==> src/rtl/bsa_pkg.sv <==
package bsa_pkg;
  typedef enum logic [1:0] {
    ST_IDLE  = 2'd0,
    ST_FETCH = 2'd1,
    ST_STORE = 2'd2,
    ST_DONE  = 2'd3
  } bsa_state_e;
endpackage

==> src/rtl/bsa_addr_gen.sv <==
module bsa_addr_gen #(
  parameter int WORD_W = 16,
  parameter int OFF_W  = 8
) (
  input  logic [WORD_W-1:0] base,
  input  logic [WORD_W-1:0] index,
  input  logic [OFF_W-1:0]  offset,
  output logic [WORD_W-1:0] word_addr,
  output logic              lane_odd
);
  logic [WORD_W-1:0] byte_idx;

  // sum kept at word width: carry out of the top bit is dropped
  always_comb begin
    byte_idx  = index + WORD_W'(offset);
    word_addr = base + (byte_idx >> 1);
    lane_odd  = byte_idx[0];
  end
endmodule

==> src/rtl/bsa_lane.sv <==
module bsa_lane #(
  parameter int WORD_W = 16
) (
  input  logic [WORD_W-1:0]   word_in,
  input  logic                lane_odd,
  input  logic [WORD_W/2-1:0] new_byte,
  output logic [WORD_W-1:0]   picked,
  output logic [WORD_W-1:0]   merged
);
  localparam int BYTE_W = WORD_W / 2;

  logic [BYTE_W-1:0] hi_half, lo_half;

  always_comb begin
    hi_half = word_in[WORD_W-1:BYTE_W];
    lo_half = word_in[BYTE_W-1:0];
    if (lane_odd) begin
      picked = {{BYTE_W{1'b0}}, lo_half};
      merged = {hi_half, new_byte};
    end else begin
      picked = {{BYTE_W{1'b0}}, hi_half};
      merged = {new_byte, lo_half};
    end
  end
endmodule

==> src/rtl/bsa_ctrl.sv <==
module bsa_ctrl
  import bsa_pkg::*;
(
  input  logic clk,
  input  logic rst_n,
  input  logic cmd_valid,
  input  logic is_write,
  input  logic mem_ack,
  output logic cmd_ready,
  output logic take_cmd,
  output logic take_fetch,
  output logic mem_req,
  output logic mem_we,
  output logic done
);
  bsa_state_e state, state_nx;

  always_comb begin
    state_nx = state;
    unique case (state)
      ST_IDLE:  if (cmd_valid) state_nx = ST_FETCH;
      ST_FETCH: if (mem_ack) state_nx = is_write ? ST_STORE : ST_DONE;
      ST_STORE: if (mem_ack) state_nx = ST_DONE;
      ST_DONE:  state_nx = ST_IDLE;
      default:  state_nx = ST_IDLE;
    endcase
  end

  always_ff @(posedge clk) begin
    if (!rst_n) state <= ST_IDLE;
    else        state <= state_nx;
  end

  assign cmd_ready  = (state == ST_IDLE);
  assign take_cmd   = cmd_ready && cmd_valid;
  assign take_fetch = (state == ST_FETCH) && mem_ack;
  assign mem_req    = (state == ST_FETCH) || (state == ST_STORE);
  assign mem_we     = (state == ST_STORE);
  assign done       = (state == ST_DONE);

  a_r8_req_hold: assert property (@(posedge clk) disable iff (!rst_n)
    mem_req && !mem_ack |=> mem_req && $stable(mem_we));
  a_r9_done_pulse: assert property (@(posedge clk) disable iff (!rst_n)
    done |=> !done && cmd_ready);
  a_r1_idle_quiet: assert property (@(posedge clk) disable iff (!rst_n)
    cmd_ready |-> !mem_req && !done);
  a_r9_done_after_ack: assert property (@(posedge clk) disable iff (!rst_n)
    $rose(done) |-> $past(mem_ack) && $past(mem_req));
endmodule

==> src/rtl/byte_string_unit.sv <==
module byte_string_unit #(
  parameter int WORD_W = 16,
  parameter int OFF_W  = 8
) (
  input  logic              clk,
  input  logic              rst_n,
  input  logic              cmd_valid,
  output logic              cmd_ready,
  input  logic              cmd_write,
  input  logic [WORD_W-1:0] cmd_base,
  input  logic [WORD_W-1:0] cmd_index,
  input  logic [OFF_W-1:0]  cmd_offset,
  input  logic [WORD_W-1:0] cmd_wdata,
  output logic              mem_req,
  output logic              mem_we,
  output logic [WORD_W-1:0] mem_addr,
  output logic [WORD_W-1:0] mem_wdata,
  input  logic              mem_ack,
  input  logic [WORD_W-1:0] mem_rdata,
  output logic              done,
  output logic [WORD_W-1:0] rd_data
);
  localparam int BYTE_W = WORD_W / 2;

  logic              take_cmd, take_fetch;
  logic [WORD_W-1:0] ag_addr;
  logic              ag_odd;
  logic [WORD_W-1:0] ln_picked, ln_merged;

  logic              r_write;
  logic [WORD_W-1:0] r_addr;
  logic              r_odd;
  logic [BYTE_W-1:0] r_byte;
  logic [WORD_W-1:0] r_store;
  logic [WORD_W-1:0] r_rd;

  bsa_ctrl u_ctrl (
    .clk        (clk),
    .rst_n      (rst_n),
    .cmd_valid  (cmd_valid),
    .is_write   (r_write),
    .mem_ack    (mem_ack),
    .cmd_ready  (cmd_ready),
    .take_cmd   (take_cmd),
    .take_fetch (take_fetch),
    .mem_req    (mem_req),
    .mem_we     (mem_we),
    .done       (done)
  );

  bsa_addr_gen #(.WORD_W(WORD_W), .OFF_W(OFF_W)) u_addr (
    .base      (cmd_base),
    .index     (cmd_index),
    .offset    (cmd_offset),
    .word_addr (ag_addr),
    .lane_odd  (ag_odd)
  );

  bsa_lane #(.WORD_W(WORD_W)) u_lane (
    .word_in  (mem_rdata),
    .lane_odd (r_odd),
    .new_byte (r_byte),
    .picked   (ln_picked),
    .merged   (ln_merged)
  );

  always_ff @(posedge clk) begin
    if (!rst_n) begin
      r_write <= 1'b0;
      r_addr  <= '0;
      r_odd   <= 1'b0;
      r_byte  <= '0;
      r_store <= '0;
      r_rd    <= '0;
    end else begin
      if (take_cmd) begin
        r_write <= cmd_write;
        r_addr  <= ag_addr;
        r_odd   <= ag_odd;
        r_byte  <= cmd_wdata[BYTE_W-1:0];
      end
      if (take_fetch) begin
        r_store <= ln_merged;
        if (!r_write) r_rd <= ln_picked;
      end
    end
  end

  assign mem_addr  = r_addr;
  assign mem_wdata = r_store;
  assign rd_data   = r_rd;

  a_r8_fields_stable: assert property (@(posedge clk) disable iff (!rst_n)
    mem_req && !mem_ack |=> $stable(mem_addr) && $stable(mem_wdata));
  a_r6_store_same_word: assert property (@(posedge clk) disable iff (!rst_n)
    mem_req && !mem_we && mem_ack && r_write |=>
      mem_req && mem_we && $stable(mem_addr));
  a_r6_keep_other_byte: assert property (@(posedge clk) disable iff (!rst_n)
    take_fetch && r_write |=>
      (r_odd ? (mem_wdata[WORD_W-1:BYTE_W] == $past(mem_rdata[WORD_W-1:BYTE_W]))
             : (mem_wdata[BYTE_W-1:0] == $past(mem_rdata[BYTE_W-1:0]))));
  a_r5_zero_ext: assert property (@(posedge clk) disable iff (!rst_n)
    done && !r_write |-> rd_data[WORD_W-1:BYTE_W] == '0);
endmodule

==> config.mk <==
export PLATFORM = sky130hd
export DESIGN_NAME = byte_string_unit
export DESIGN_NICKNAME = d
export VERILOG_FILES = /design/src/rtl/bsa_pkg.sv /design/src/rtl/bsa_addr_gen.sv /design/src/rtl/bsa_lane.sv /design/src/rtl/bsa_ctrl.sv /design/src/rtl/byte_string_unit.sv
export SDC_FILE = /design/constraint.sdc
export NUM_CORES = 1
export LEC_CHECK = 0
export BUFFER_PORTS_ARGS = -buffer_cell sky130_fd_sc_hd__buf_2
export CORE_ASPECT_RATIO = 1.75
export CORE_MARGIN = 2
export CORE_UTILIZATION = 45
export DETAILED_ROUTE_END_ITERATION = 12
export PLACE_DENSITY = 0.87
export SLEW_MARGIN = 10
export SYNTH_ARGS = -nofsm -noshare
export SYNTH_HDL_FRONTEND = slang
export SYNTH_SLANG_ARGS = --single-unit
==> constraint.sdc <==
create_clock -name clk -period 3.7 [get_ports clk]
set_clock_uncertainty 0.1 [all_clocks]
set_input_delay 0.74 -clock clk [delete_from_list [all_inputs] [get_ports clk]]
set_output_delay 0.74 -clock clk [all_outputs]
set_load 0.02 [all_outputs]
After elaboration in Yosys (flattened, before gate mapping)
Index checks and enable logic that the tools add are counted.
Storage, ports and cells
  flip-flop bits (word level): 60
  bits in latches: 0
  memory bits (writable): 0
  ROM bits: 0
  logic and storage cells: 29
  memories: 0
Cells by class
  add/sub/neg operators: 2
  $mul: 0
  divide/modulo/power cells: 0
  order comparisons: 0
  equality and inequality tests: 6
  shift operators: 0
  muxes and demuxes: 7
  bitwise logic cells: 1
  reductions and logical operators: 6
Operator list (count)
  16-bit by 15-bit adder with 16-bit output: 1
  16-bit by 8-bit adder with 16-bit output: 1
  16-bit 2-to-1 mux: 1
  8-bit 2-to-1 mux: 1
  2-bit case mux with 4 select lines: 1
  2-bit 2-to-1 mux: 3
  2-bit equality test (second input constant): 2
  2-bit != test (second input constant): 2
  3-bit AND reduction: 1
  2-bit by 1-bit equality test with 1-bit output (second input constant): 1
  1-bit logical AND: 2
  2-bit zero test: 1
  2-bit by 1-bit != test with 1-bit output (second input constant): 1
  2-bit AND reduction: 1
  1-bit logical OR: 1
  1-bit 2-to-1 mux: 1
  1-bit NOT: 1

Logic depth before layout (Yosys ltp)
Gate-level depths: netlist of the first run.
  depth after elaboration: 3
  depth in mapped cells: 15
  gate-level depth less buffers: 14

By module
A second synthesis of the first run with hierarchy kept.
Unflattened totals
  cell total of the unflattened synthesis: 404
  area, all modules: 4053.9 µm²
Modules (own cells, without submodules)
  byte_string_unit: times used 1, cells each 206, area each 2245.9 µm², seq. area each 1161.1 µm²
  bsa_addr_gen: times used 1, cells each 141, area each 1159.9 µm², seq. area each 0.0 µm²
  bsa_lane: times used 1, cells each 36, area each 460.4 µm², seq. area each 0.0 µm²
  bsa_ctrl: times used 1, cells each 21, area each 187.7 µm², seq. area each 40.0 µm²

Least setup slack after synthesis of the first run
OpenSTA, ideal clock, no wires.
  kind: input-to-reg
  start: input cmd_index[0]
  end: register r_addr[12], in the netlist mem_addr[12]
  arrival time: 3.543 ns
  required time: 3.483 ns
  path slack: -0.061 ns
  stages: 15
  cells stage by stage: ha_1 -> inv_1 -> fa_1 -> nor2b_1 -> o31a_1 -> o22ai_1 -> nor2_1 -> xor2_1 -> ha_1 -> buf_2 -> and3_1 -> and2_2 -> and3_1 -> or3_1 -> a32o_1
Between the ends
  longest elaborated chain between the ends: 2
RTL lines
  from (decl): RTL line byte_string_unit.sv:11  | input logic [WORD_W-1:0] cmd_index,
  16-bit by 8-bit adder with 16-bit output: RTL line bsa_addr_gen.sv:15  | byte_idx = index + WORD_W'(offset);
  16-bit by 15-bit adder with 16-bit output: RTL line bsa_addr_gen.sv:16  | word_addr = base + (byte_idx >> 1);
  to (signal assigned): RTL line byte_string_unit.sv:78  | r_addr <= ag_addr;
  to (decl): RTL line byte_string_unit.sv:31  | logic [WORD_W-1:0] r_addr;
Every way passes these cells.
A chain may end at the register's enable or synchronous reset.

Final worst setup path of the first run
  start: input cmd_index[0]
  end: register r_addr[13], in the netlist mem_addr[13]
Same word-level chain as after synthesis.

==> results of run 1 <==
-- cell type report --
cell class	instances	area (µm²)	share of cell area [%]
tap	88	110	2.36
multi-input combinational	337	2380	51.0
timing repair buffer	155	883	18.9
clock buffer	5	125	2.68
sequential	52	1040	22.3
clock inverter	3	90.1	1.93
inverter	10	37.5	0.804
-- power groups by stage --
stage | clock (mW) | sequential (mW) | combinational [mW]
finish | 0.658 | 0.785 | 1.28
global route | 0.692 | 0.800 | 1.40
CTS | 0.667 | 0.783 | 1.29
detailed placement | 0 | 0.793 | 1.27
global placement | 0 | 0.785 | 1.23
floorplan | 0 | 0.918 | 0.730
-- worst register-to-register path, delay by kind of cell (launching register included) --
kind,cells,cell delay [ns]
buf+inv,2,0.41
fa+ha+maj,1,0.18
flops,1,0.35
simple gates,3,1.12
compound gates,1,0.19
-- layer usage --
| metal | GRT usage, % | up-vias |
|---|---|---|
| met2 | 43.7 | 100 |
| met5 | 0 | - |
| met4 | 7.67 | 0 |
| li1 | - | 1769 |
| met3 | 3.24 | 18 |
| met1 | 22.5 | 1662 |
-- synthesized netlist by cell type, types with 3 or more instances --
library cell	instances
xor2_1	7
nand3_1	11
and2_1	9
a211oi_1	4
o211a_1	25
o21a_1	7
buf_2	3
and3_1	9
mux2i_1	28
o21ai_0	15
xnor2_1	11
nor2b_1	5
a31oi_1	7
a21o_1	11
a21oi_1	18
dfxtp_1	52
ha_1	27
clkbuf_1	17
o211ai_1	3
buf_4	8
nand2_1	71
nor3_1	4
nor3b_1	3
nor2_1	13
inv_1	10
a21boi_0	12
-- how the worst min path moves through the flow --
| stage | start | endpoint | cells past startpoint |
|---|---|---|---|
| after floorplan | r_byte[3] | r_byte[3] | 2 |
| after global placement | mem_addr[13] | mem_addr[13] | 2 |
| after CTS | mem_addr[8] | mem_addr[8] | 2 |
| after detailed placement | mem_addr[8] | mem_addr[8] | 2 |
| final | mem_addr[13] | mem_addr[13] | 2 |
| after global routing | mem_addr[13] | mem_addr[13] | 2 |
-- sequential cells by signal, summed over array words and instances (netlist names) --
| signal | cells |
|---|---|
| mem_addr | 16 |
| mem_wdata | 16 |
| r_byte | 8 |
| rd_data | 8 |
| u_ctrl.state | 2 |
| r_odd | 1 |
| r_write | 1 |
-- per-stage QoR --
step,utilization [%],setup slack [ns],std cells
6_report,61.2,0.210,650
5_1_grt,61.2,-0.00629,650
4_1_cts,61.0,0.109,650
3_5_place_dp,58.2,-0.180,642
3_3_place_gp,58.2,-0.169,642
2_1_floorplan,-,0.0103,429
-- cells by family (layout without fill, tap and decap cells) --
family / after synthesis / in the layout
simple gates: 137 / 137
compound gates: 117 / 117
flops: 52 / 52
buf+inv: 40 / 173
fa+ha+maj: 29 / 29
mux: 28 / 28
xor+xnor: 18 / 18
other cells: 1 / 8
==> metrics.md, run 1 <==
| Metric | Value |
|---|---|
| Final Max Slew Viols | `0` |
| Adder-cell share of the synthesized area | `10.6%` |
| Most frequent CP cell | `buf_4` |
| Seq/Total Area, Yosys | `around 29%` |
| Clk pwr share | `approximately a quarter` |
| Routed vias | `about 3500` |
| DP Wirelength | `between 7000 and 8000 µm` |
| Start point of the critical path | `cmd_index[0]` |
| Tmin final | `around 3.5 ns` |
| Top cell type's share of synthesized area | `29.3%` |
| Post-CTS Setup Bufs | `0` |
| CTS Hold Buffers Added | `0` |
| Synth Instances | `422` |
| Final Hold Fails | `0` |
| Switching power | `a little over 1 mW` |
| Routed met2 length | `roughly 5200 µm` |
| Commonest cells after routing, fill and taps aside | `buf_2 (112), nand2_1 (71), dfxtp_1 (52)` |
| GRT overflow | `0` |
| Iteration-0 DRC Markers | `between 100 and 150` |
| Reg2reg end | `rd_data[0]` |
| Worst IR Drop VDD | `0.000283 V` |
| Compound-cell area share of the yosys netlist | `24.2%` |
| Mapped cell area | `~3500 µm²` |
| Die span in x | `between 70 and 80 µm` |
| Post-Synth Simple-Gate Area | `a little under a fifth` |
| Worst hold slack | `0.356 ns` |
| Num CTS Buffers | `5` |
| CTS clk-pin slew, worst paths | `about 0.06 ns` |
| Largest family of logic cells by synthesized area | `compound AO/OA/AOI/OAI gates` |
| Clock Latency Late Sink | `slightly below 0.3 ns` |
| Post-synth EDFFs | `0` |
| Crit-path leading delay family | `simple AND/OR/NAND/NOR gates` |
| H-tree Lvls | `2` |
| Initial antenna violation count | `0` |
| Setup CP Type | `input port to flop` |
| Achievable frequency | `around 290 MHz` |
| Post-synthesis mux area share | `under 10%` |
| Synth area leaders | `dfxtp_1 (29%), ha_1 (9.5%), mux2i_1 (7.9%)` |
| Lkg Pwr | `between 2 and 2.5 nW` |
| FILL cells | `just over 700` |
| Synth Flop Type | `dfxtp_1` |
| Slowest-stage cell, CP | `fa_2` |
| Leading area contributor after synthesis | `dfxtp_1` |
| Critical path's largest stage delay | `0.34 ns` |
| First-pass DRT Iterations | `4` |
| Max-Slew Margin vs Limit | `a little over a third` |
| P_int | `1.69 mW` |
| Routed metal-1 wire length | `3550 µm` |
| Cells on worst reg2reg path | `7` |
| Endpoint type of the worst setup path | `flop` |
| Commonest non-fill, non-tap cell in the layout | `buf_2` |
| CTS resizes | `0` |
| Setup violators final | `0` |
| Detail Route Antenna Nets | `0` |
| Vias in the first global route | `about 3400` |
| Sink Count | `52` |
| Area Growth Syn to Fin | `31.5%` |
| WL final | `between 9000 and 10000 µm` |
| WL per Instance | `around 14 µm` |
| Largest net degree at the start of global routing | `34` |
| # rows | `42` |
| Share of cells above drive strength 1 | `between 30 and 40%` |
| Met3 WL | `416 µm` |
| # nets final | `667` |
| Fin crit share | `94.3%` |
| Number of port buffers | `between 100 and 150` |
| CP max FO | `4` |
| WP buf/inv | `4` |
| Setup TNS | `0 ns` |
| Fraction of registers with async set/reset | `0%` |
| Switching part of the total | `37.9%` |
| Final GP Congestion | `about 0.85` |
| Max_cap viols | `0` |
| Setup crit end | `mem_addr[13]` |
| CTS root buf | `clkbuf_16` |
| Worst R2R Start | `u_ctrl.state[1]` |
| DR vias/cell | `around 5.5` |
| Remaining DRCs | `0` |
| Worst EP required | `3.81 ns` |
| Yosys cell types | `just under 50` |
| Syn avg cell area | `approximately 8.4 µm²` |
| Worst setup SP type | `input port` |
| TritonCTS clock tree | `built` |
| Measured slew at the worst slew-check pin | `between 0.9 and 1 ns` |
| HP Class | `flop to flop` |
| Post-synthesis xor/xnor area fraction | `4.44%` |
| Flop pwr share | `28.8%` |
| Post-Layout Inst Area | `around 4700 µm²` |
| Antenna Diode Count | `0` |
| Status | `completed` |
| Yosys reg bits | `52` |
| Crit path arrival time | `3.60 ns` |
| CORE AREA | `roughly 7600 µm²` |
| Die ar. | `8640 µm²` |
| Die height | `around 120 µm` |
| Warnings from Yosys | `0` |
| Cell depth of the worst setup path | `16` |
| Global-route wire length before repair | `15300 µm` |
| Cell Area, Placed | `4440 µm²` |
| Highest Signal Layer | `met4` |
| Initial Util | `between 40% and 50%` |
| Ports placed on the boundary | `about 130` |
| FF-to-FF setup slack | `1.23 ns` |
| Worst-path cell chain | `buf_2 > ha_2 > inv_1 > fa_2 > nor2b_2 > o31a_1 > o22ai_2 > buf_4 > xnor2_1 > ha_1 > and3_4 > buf_4 > and3_1 > nand3_1 > and4_1 > o31ai_1` |
| Pwr dens | `about 580 nW/µm²` |
| Clock tree buffer depth | `2` |
| Total GRT Usage | `a little over a fifth` |
| Combinational power share | `between 40% and 50%` |
| Total power | `2.72 mW` |
Power figures use the tool's default switching activity.
==> inputs of run 2 (changes only) <==
--- a/config.mk
+++ b/config.mk
@@ -10,7 +10,8 @@
 export CORE_MARGIN = 2
 export CORE_UTILIZATION = 45
 export DETAILED_ROUTE_END_ITERATION = 12
-export PLACE_DENSITY = 0.87
+export PLACE_DENSITY = 0.84
+export RECOVER_POWER = 50
 export SLEW_MARGIN = 10
 export SYNTH_ARGS = -nofsm -noshare
 export SYNTH_HDL_FRONTEND = slang
==> constraint.sdc (replaced) <==
create_clock -name clk -period 4.4 [get_ports clk]
set_clock_uncertainty 0.1 [all_clocks]
set_input_delay 0.88 -clock clk [delete_from_list [all_inputs] [get_ports clk]]
set_output_delay 0.88 -clock clk [all_outputs]
set_load 0.02 [all_outputs]
==> run 2 against run 1 <==
Routed wire length shrank 5.8%. Utilization fell by 4.9 points. Combinational power shrank 24%. Hold slack worse by 0.00081 ns. Highest routed layer unchanged. Global-route usage fell by 1.3 points. Setup slack improved by 0.27 ns. Flip-flop and latch count unchanged. Clock-buffer cell count rose by 1.
==> metrics.md, run 2 (synthesized netlist as in run 1, its figures left out) <==
| Metric | Value |
|---|---|
| Status | `completed` |
| Sink Count | `52 (unchanged)` |
| Worst IR Drop VDD | `0.000188 V (-33%)` |
| WL per Instance | `14.4 µm (-0.46%)` |
| Pwr dens | `487 nW/µm² (-17%)` |
| Crit path arrival time | `4.00 ns (+0.40 ns)` |
| Final Hold Fails | `0 (unchanged)` |
| Remaining DRCs | `0 (unchanged)` |
| Storage cell area | `1040 µm² (unchanged)` |
| Worst R2R Start | `u_ctrl.state[1]` |
| CORE AREA | `7620 µm² (unchanged)` |
| Lkg Pwr | `2.17 nW (-13%)` |
| Achievable frequency | `roughly 260 MHz` |
| Tmin final | `between 3 and 4 ns` |
| Area Growth Syn to Fin | `21.1%` |
| CTS clk-pin slew, worst paths | `0.06 ns (about the same)` |
| # rows | `42 (unchanged)` |
| Fin crit share | `about nine tenths` |
| CP max FO | `7 (+3)` |
| Crit-path leading delay family | `compound AO/OA/AOI/OAI gates` |
| Die ar. | `8640 µm² (unchanged)` |
| Vias in the first global route | `3246 (-5.7%)` |
| # nets final | `632 (-5.2%)` |
| Post-CTS Setup Bufs | `0 (unchanged)` |
| WL final | `8870 µm (-5.8%)` |
| Setup CP Type | `input port to flop` |
| Commonest cells after routing, fill and taps aside | `buf_2 (82), nand2_1 (71), dfxtp_1 (52)` |
| DR vias/cell | `5.54 (+1.4%)` |
| Die height | `121 µm (unchanged)` |
| Max-Slew Margin vs Limit | `10.5% (-25 points)` |
| H-tree Lvls | `2 (unchanged)` |
| Hold Crit Start | `mem_addr[8]` |
| First-pass DRT Iterations | `4 (unchanged)` |
| Worst setup SP type | `input port` |
| WP buf/inv | `1 (-3)` |
| Measured slew at the worst slew-check pin | `1.34 ns (+0.370 ns)` |
| Total power | `2.09 mW (-23%)` |
| Clock tree buffer depth | `2 (unchanged)` |
| Final Max Slew Viols | `0 (unchanged)` |
| Share of cells above drive strength 1 | `19.2% (-12 points)` |
| FILL cells | `715 (-0.83%)` |
| Global-route wire length before repair | `14400 µm (-6.4%)` |
| Area occupied by multi-input gates | `2350 µm² (-1.3%)` |
| Routed vias | `3405 (-4.1%)` |
| Number of port buffers | `112 (unchanged)` |
| DP Wirelength | `7130 µm (-4.1%)` |
| Final GP Congestion | `0.849 (about the same)` |
| Num CTS Buffers | `5 (unchanged)` |
| HP Class | `flop to flop` |
| GRT overflow | `0 (unchanged)` |
| TritonCTS clock tree | `built` |
| Initial Util | `46.6% (unchanged)` |
| Ports placed on the boundary | `129 (unchanged)` |
| Slowest-stage cell, CP | `a211oi_1` |
| CTS resizes | `0 (unchanged)` |
| Largest net degree at the start of global routing | `34 (unchanged)` |
| Die span in x | `71.1 µm (unchanged)` |
| Finished Core Util | `56.4% (-4.9 points)` |
| Antenna Diode Count | `0 (unchanged)` |
| Total GRT Usage | `20.6% (-1.3 points)` |
| Setup violators final | `0 (unchanged)` |
| Initial antenna violation count | `0 (unchanged)` |
| Worst-path cell chain | `buf_2 > ha_1 > a211oi_1 > o21ai_0 > a31oi_1 > nand2b_1 > xnor2_1 > ha_1 > and3_1 > and2_2 > and3_1 > or3_1 > a32o_1` |
| Clock Latency Late Sink | `0.29 ns (about the same)` |
| CTS root buf | `clkbuf_16` |
| Max_cap viols | `0 (unchanged)` |
| Iteration-0 DRC Markers | `142 (+22%)` |
| Detail Route Antenna Nets | `0 (unchanged)` |
| Critical path's largest stage delay | `0.38 ns (+0.04 ns)` |
| Commonest non-fill, non-tap cell in the layout | `buf_2` |
| Setup TNS | `0 ns (unchanged)` |
| CTS Hold Buffers Added | `0 (unchanged)` |
| Start point of the critical path | `cmd_index[1]` |
| Worst EP required | `4.48 ns (+0.67 ns)` |
| RSZ-0062 raised after global routing | `false` |
| Endpoint type of the worst setup path | `flop` |
run 2: worst register-to-register path: cells and delay by family (launching register included):
family	cells	cell delay, ns
buf+inv	2	1.07
compound gates	1	0.17
simple gates	3	1.12
flops	1	0.34
fa+ha+maj	1	0.18
run 2: per-layer routing:
metal | vias to the layer above | GRT usage (%) | wire, µm | share of wire, %
li1 | 1711 | - | - | -
met1 | 1568 | 21.7 | 3310 | 37
met2 | 112 | 40.1 | 4900 | 55
met3 | 14 | 3.07 | 521 | 5.9
met4 | 0 | 7.55 | 147 | 1.7
met5 | - | 0 | 0 | 0
run 2: stage by stage:
step           setup slack [ns]  area, µm²  hold slack, ns  instances
3_5_place_dp              0.183       4160           0.339        607
6_report                  0.480       4300           0.355        615
5_1_grt                   0.254       4300           0.404        615
3_3_place_gp              0.242       4160           0.339        607
4_1_cts                   0.459       4340           0.354        615
2_1_floorplan             0.499       3570           0.356        429
run 2: area by class of cell:
type | count | area share [%]
clock buffers | 6 | 3.23
clock inverters | 2 | 0.903
inverters | 10 | 0.874
multi-input cells | 337 | 54.7
flip-flops and latches | 52 | 24.2
well taps | 88 | 2.56
repair buffers | 120 | 13.5
run 2: power breakdown:
| part | switching [mW] | internal, mW | leakage, nW |
|---|---|---|---|
| registers | 0.0683 | 0.591 | 0.426 |
| logic | 0.607 | 0.371 | 1.66 |
| clock network | 0.169 | 0.285 | 0.0871 |
| total | 0.845 | 1.25 | 2.17 |
run 2: path summary, 6_finish.rpt:
path	endpoint	slack, ns	cells past startpoint
worst min register to register	mem_addr[8]	0.36	2
worst max-delay path	mem_addr[12]	0.48	13
worst max register to register	rd_data[0]	1.32	7
worst min-delay path	mem_addr[8]	0.36	2
==> inputs of run 3 (changes only) <==
==> constraint.sdc (replaced) <==
create_clock -name clk -period 4.7 [get_ports clk]
set_clock_uncertainty 0.1 [all_clocks]
set_input_delay 0.94 -clock clk [delete_from_list [all_inputs] [get_ports clk]]
set_output_delay 0.94 -clock clk [all_outputs]
set_load 0.02 [all_outputs]
==> run 3 against run 2 <==
Sequential share of layout area rose by 0.11 points. Routed wire length rose by 0.33%. Clock power fell by 4.4%. Sequential power fell by 6.2%. Global-route usage rose by 0.089 points. Critical path depth rose by 2. Via count fell by 0.56%. Clock-buffer cell count rose by 1. Largest power group unchanged.
==> metrics.md, run 3 (synthesized netlist as in run 1, its figures left out) <==
| Metric | Value |
|---|---|
| Status | `completed` |
| WL final | `8900 µm (+0.33%)` |
| Slowest-stage cell, CP | `a221o_1` |
| HP Class | `flop to flop` |
| Vias in the first global route | `3336 (+2.8%)` |
| Commonest cells after routing, fill and taps aside | `buf_2 (81), nand2_1 (71), dfxtp_1 (52)` |
| Ports placed on the boundary | `129 (unchanged)` |
| Largest net degree at the start of global routing | `34 (unchanged)` |
| Worst setup SP type | `input port` |
| WL per Instance | `14.5 µm (+0.82%)` |
| # nets final | `629 (-0.47%)` |
| Setup TNS | `0 ns (unchanged)` |
| GRT overflow | `0 (unchanged)` |
| Num CTS Buffers | `5 (unchanged)` |
| # rows | `42 (unchanged)` |
| Antenna Diode Count | `0 (unchanged)` |
| Routed vias | `3386 (-0.56%)` |
| CORE AREA | `7620 µm² (unchanged)` |
| Max-Slew Margin vs Limit | `11.8% (+1.3 points)` |
| Post-CTS Setup Bufs | `0 (unchanged)` |
| Worst EP required | `4.78 ns (+0.30 ns)` |
| DP Wirelength | `7020 µm (-1.6%)` |
| Lkg Pwr | `2.16 nW (-0.66%)` |
| Initial antenna violation count | `0 (unchanged)` |
| Number of port buffers | `112 (unchanged)` |
| Max_cap viols | `0 (unchanged)` |
| TritonCTS clock tree | `built` |
| Share of cells above drive strength 1 | `18.5% (-0.65 points)` |
| Final Max Slew Viols | `0 (unchanged)` |
| Endpoint type of the worst setup path | `flop` |
| Iteration-0 DRC Markers | `109 (-23%)` |
| Initial Util | `46.6% (unchanged)` |
| Final Hold Fails | `0 (unchanged)` |
| Crit path arrival time | `4.10 ns (+0.10 ns)` |
| Critical path's largest stage delay | `0.42 ns (+0.04 ns)` |
| CTS clk-pin slew, worst paths | `0.06 ns (about the same)` |
| First-pass DRT Iterations | `4 (unchanged)` |
| Detail Route Antenna Nets | `0 (unchanged)` |
| Finished Core Util | `56.1% (-0.25 points)` |
| RSZ-0062 raised after global routing | `false` |
| Die span in x | `71.1 µm (unchanged)` |
| DR vias/cell | `5.53 (about the same)` |
| Achievable frequency | `249 MHz` |
| CP max FO | `5 (-2)` |
| Worst IR Drop VDD | `0.000229 V (+21%)` |
| Setup violators final | `0 (unchanged)` |
| Measured slew at the worst slew-check pin | `1.32 ns (-0.0191 ns)` |
| Fin crit share | `a little under nine tenths` |
| Clock tree buffer depth | `2 (unchanged)` |
| Sink Count | `52 (unchanged)` |
| Pwr dens | `457 nW/µm² (-6.1%)` |
| CTS Hold Buffers Added | `0 (unchanged)` |
| Global-route wire length before repair | `14500 µm (+1.0%)` |
| Total GRT Usage | `20.7% (+0.089 points)` |
| CTS resizes | `0 (unchanged)` |
| Tmin final | `approximately 4 ns` |
| Setup CP Type | `input port to flop` |
| Worst-path cell chain | `buf_2 > ha_1 > inv_1 > fa_1 > nor2b_1 > o31a_1 > o21a_1 > nor2_1 > xnor2_1 > ha_1 > and3_1 > a221o_1 > and3_1 > or3_1 > a32o_1` |
| CTS root buf | `clkbuf_16` |
| H-tree Lvls | `2 (unchanged)` |
| Final GP Congestion | `0.818 (-3.7%)` |
| Die height | `121 µm (unchanged)` |
| Die ar. | `8640 µm² (unchanged)` |
| Clock Latency Late Sink | `0.29 ns (about the same)` |
| Remaining DRCs | `0 (unchanged)` |
| Commonest non-fill, non-tap cell in the layout | `buf_2` |
| Area Growth Syn to Fin | `20.5%` |
[run 3: cell types whose count changed in the layout (fill, tap and decap cells not counted)]
cell,delta
clkbuf_8,+1
buf_2,-1
clkinv_4,-1
clkbuf_1,+1
buf_4,-3
[run 3: path summary, 6_finish.rpt]
check	startpoint	to	slack, ns	depth (start not counted)
max	cmd_index[0]	mem_addr[12]	0.68	15
min	mem_addr[13]	mem_addr[13]	0.35	2
max reg2reg	u_ctrl.state[1]	rd_data[7]	1.60	7
min reg2reg	mem_addr[13]	mem_addr[13]	0.35	2
[run 3: critical path: cells and delay by family]
| kind | cells | cell delay [ns] |
|---|---|---|
| buffers and inverters | 2 | 0.15 |
| AND/OR/NAND/NOR | 5 | 0.94 |
| XOR/XNOR | 1 | 0.13 |
| adder cells (fa/ha/maj) | 3 | 0.96 |
| AO/OA/AOI/OAI | 4 | 1.00 |
[run 3: cell type report]
cell class | count | area, µm²
Fill cell | 710 | 3340
Inverter | 10 | 37.5
Sequential cell | 52 | 1040
Timing Repair Buffer | 117 | 556
Multi-Input combinational cell | 337 | 2350
Tap cell | 88 | 110
Clock inverter | 1 | 30.0
Clock buffer | 7 | 153
[run 3: per-stage QoR]
stage                     cell area, µm²  hold WS, ns  worst slack [ns]  total power [mW]  std cells
after global placement              4140        0.339             0.435              1.51        604
after floorplan                     3570        0.356             0.739              1.29        429
after CTS                           4320        0.349             0.702              1.99        612
after global routing                4280        0.382             0.493              2.09        612
final                               4280        0.352             0.681              1.96        612
after detailed placement            4140        0.334             0.407              1.55        604
[run 3: metal layers]
layer | vias up | routed length, µm | GRT usage, %
met2 | 115 | 4810 | 39.9
met3 | 20 | 463 | 3.57
met1 | 1548 | 3400 | 21.3
met4 | 0 | 233 | 8.96
met5 | - | 0 | 0
li1 | 1703 | - | -
[run 3: power breakdown]
group          leakage [nW]  internal, mW  total [mW]  switching, mW
Sequential            0.426         0.553       0.618         0.0644
Clock                0.0901         0.280       0.434          0.154
Combinational          1.64         0.341       0.904          0.563
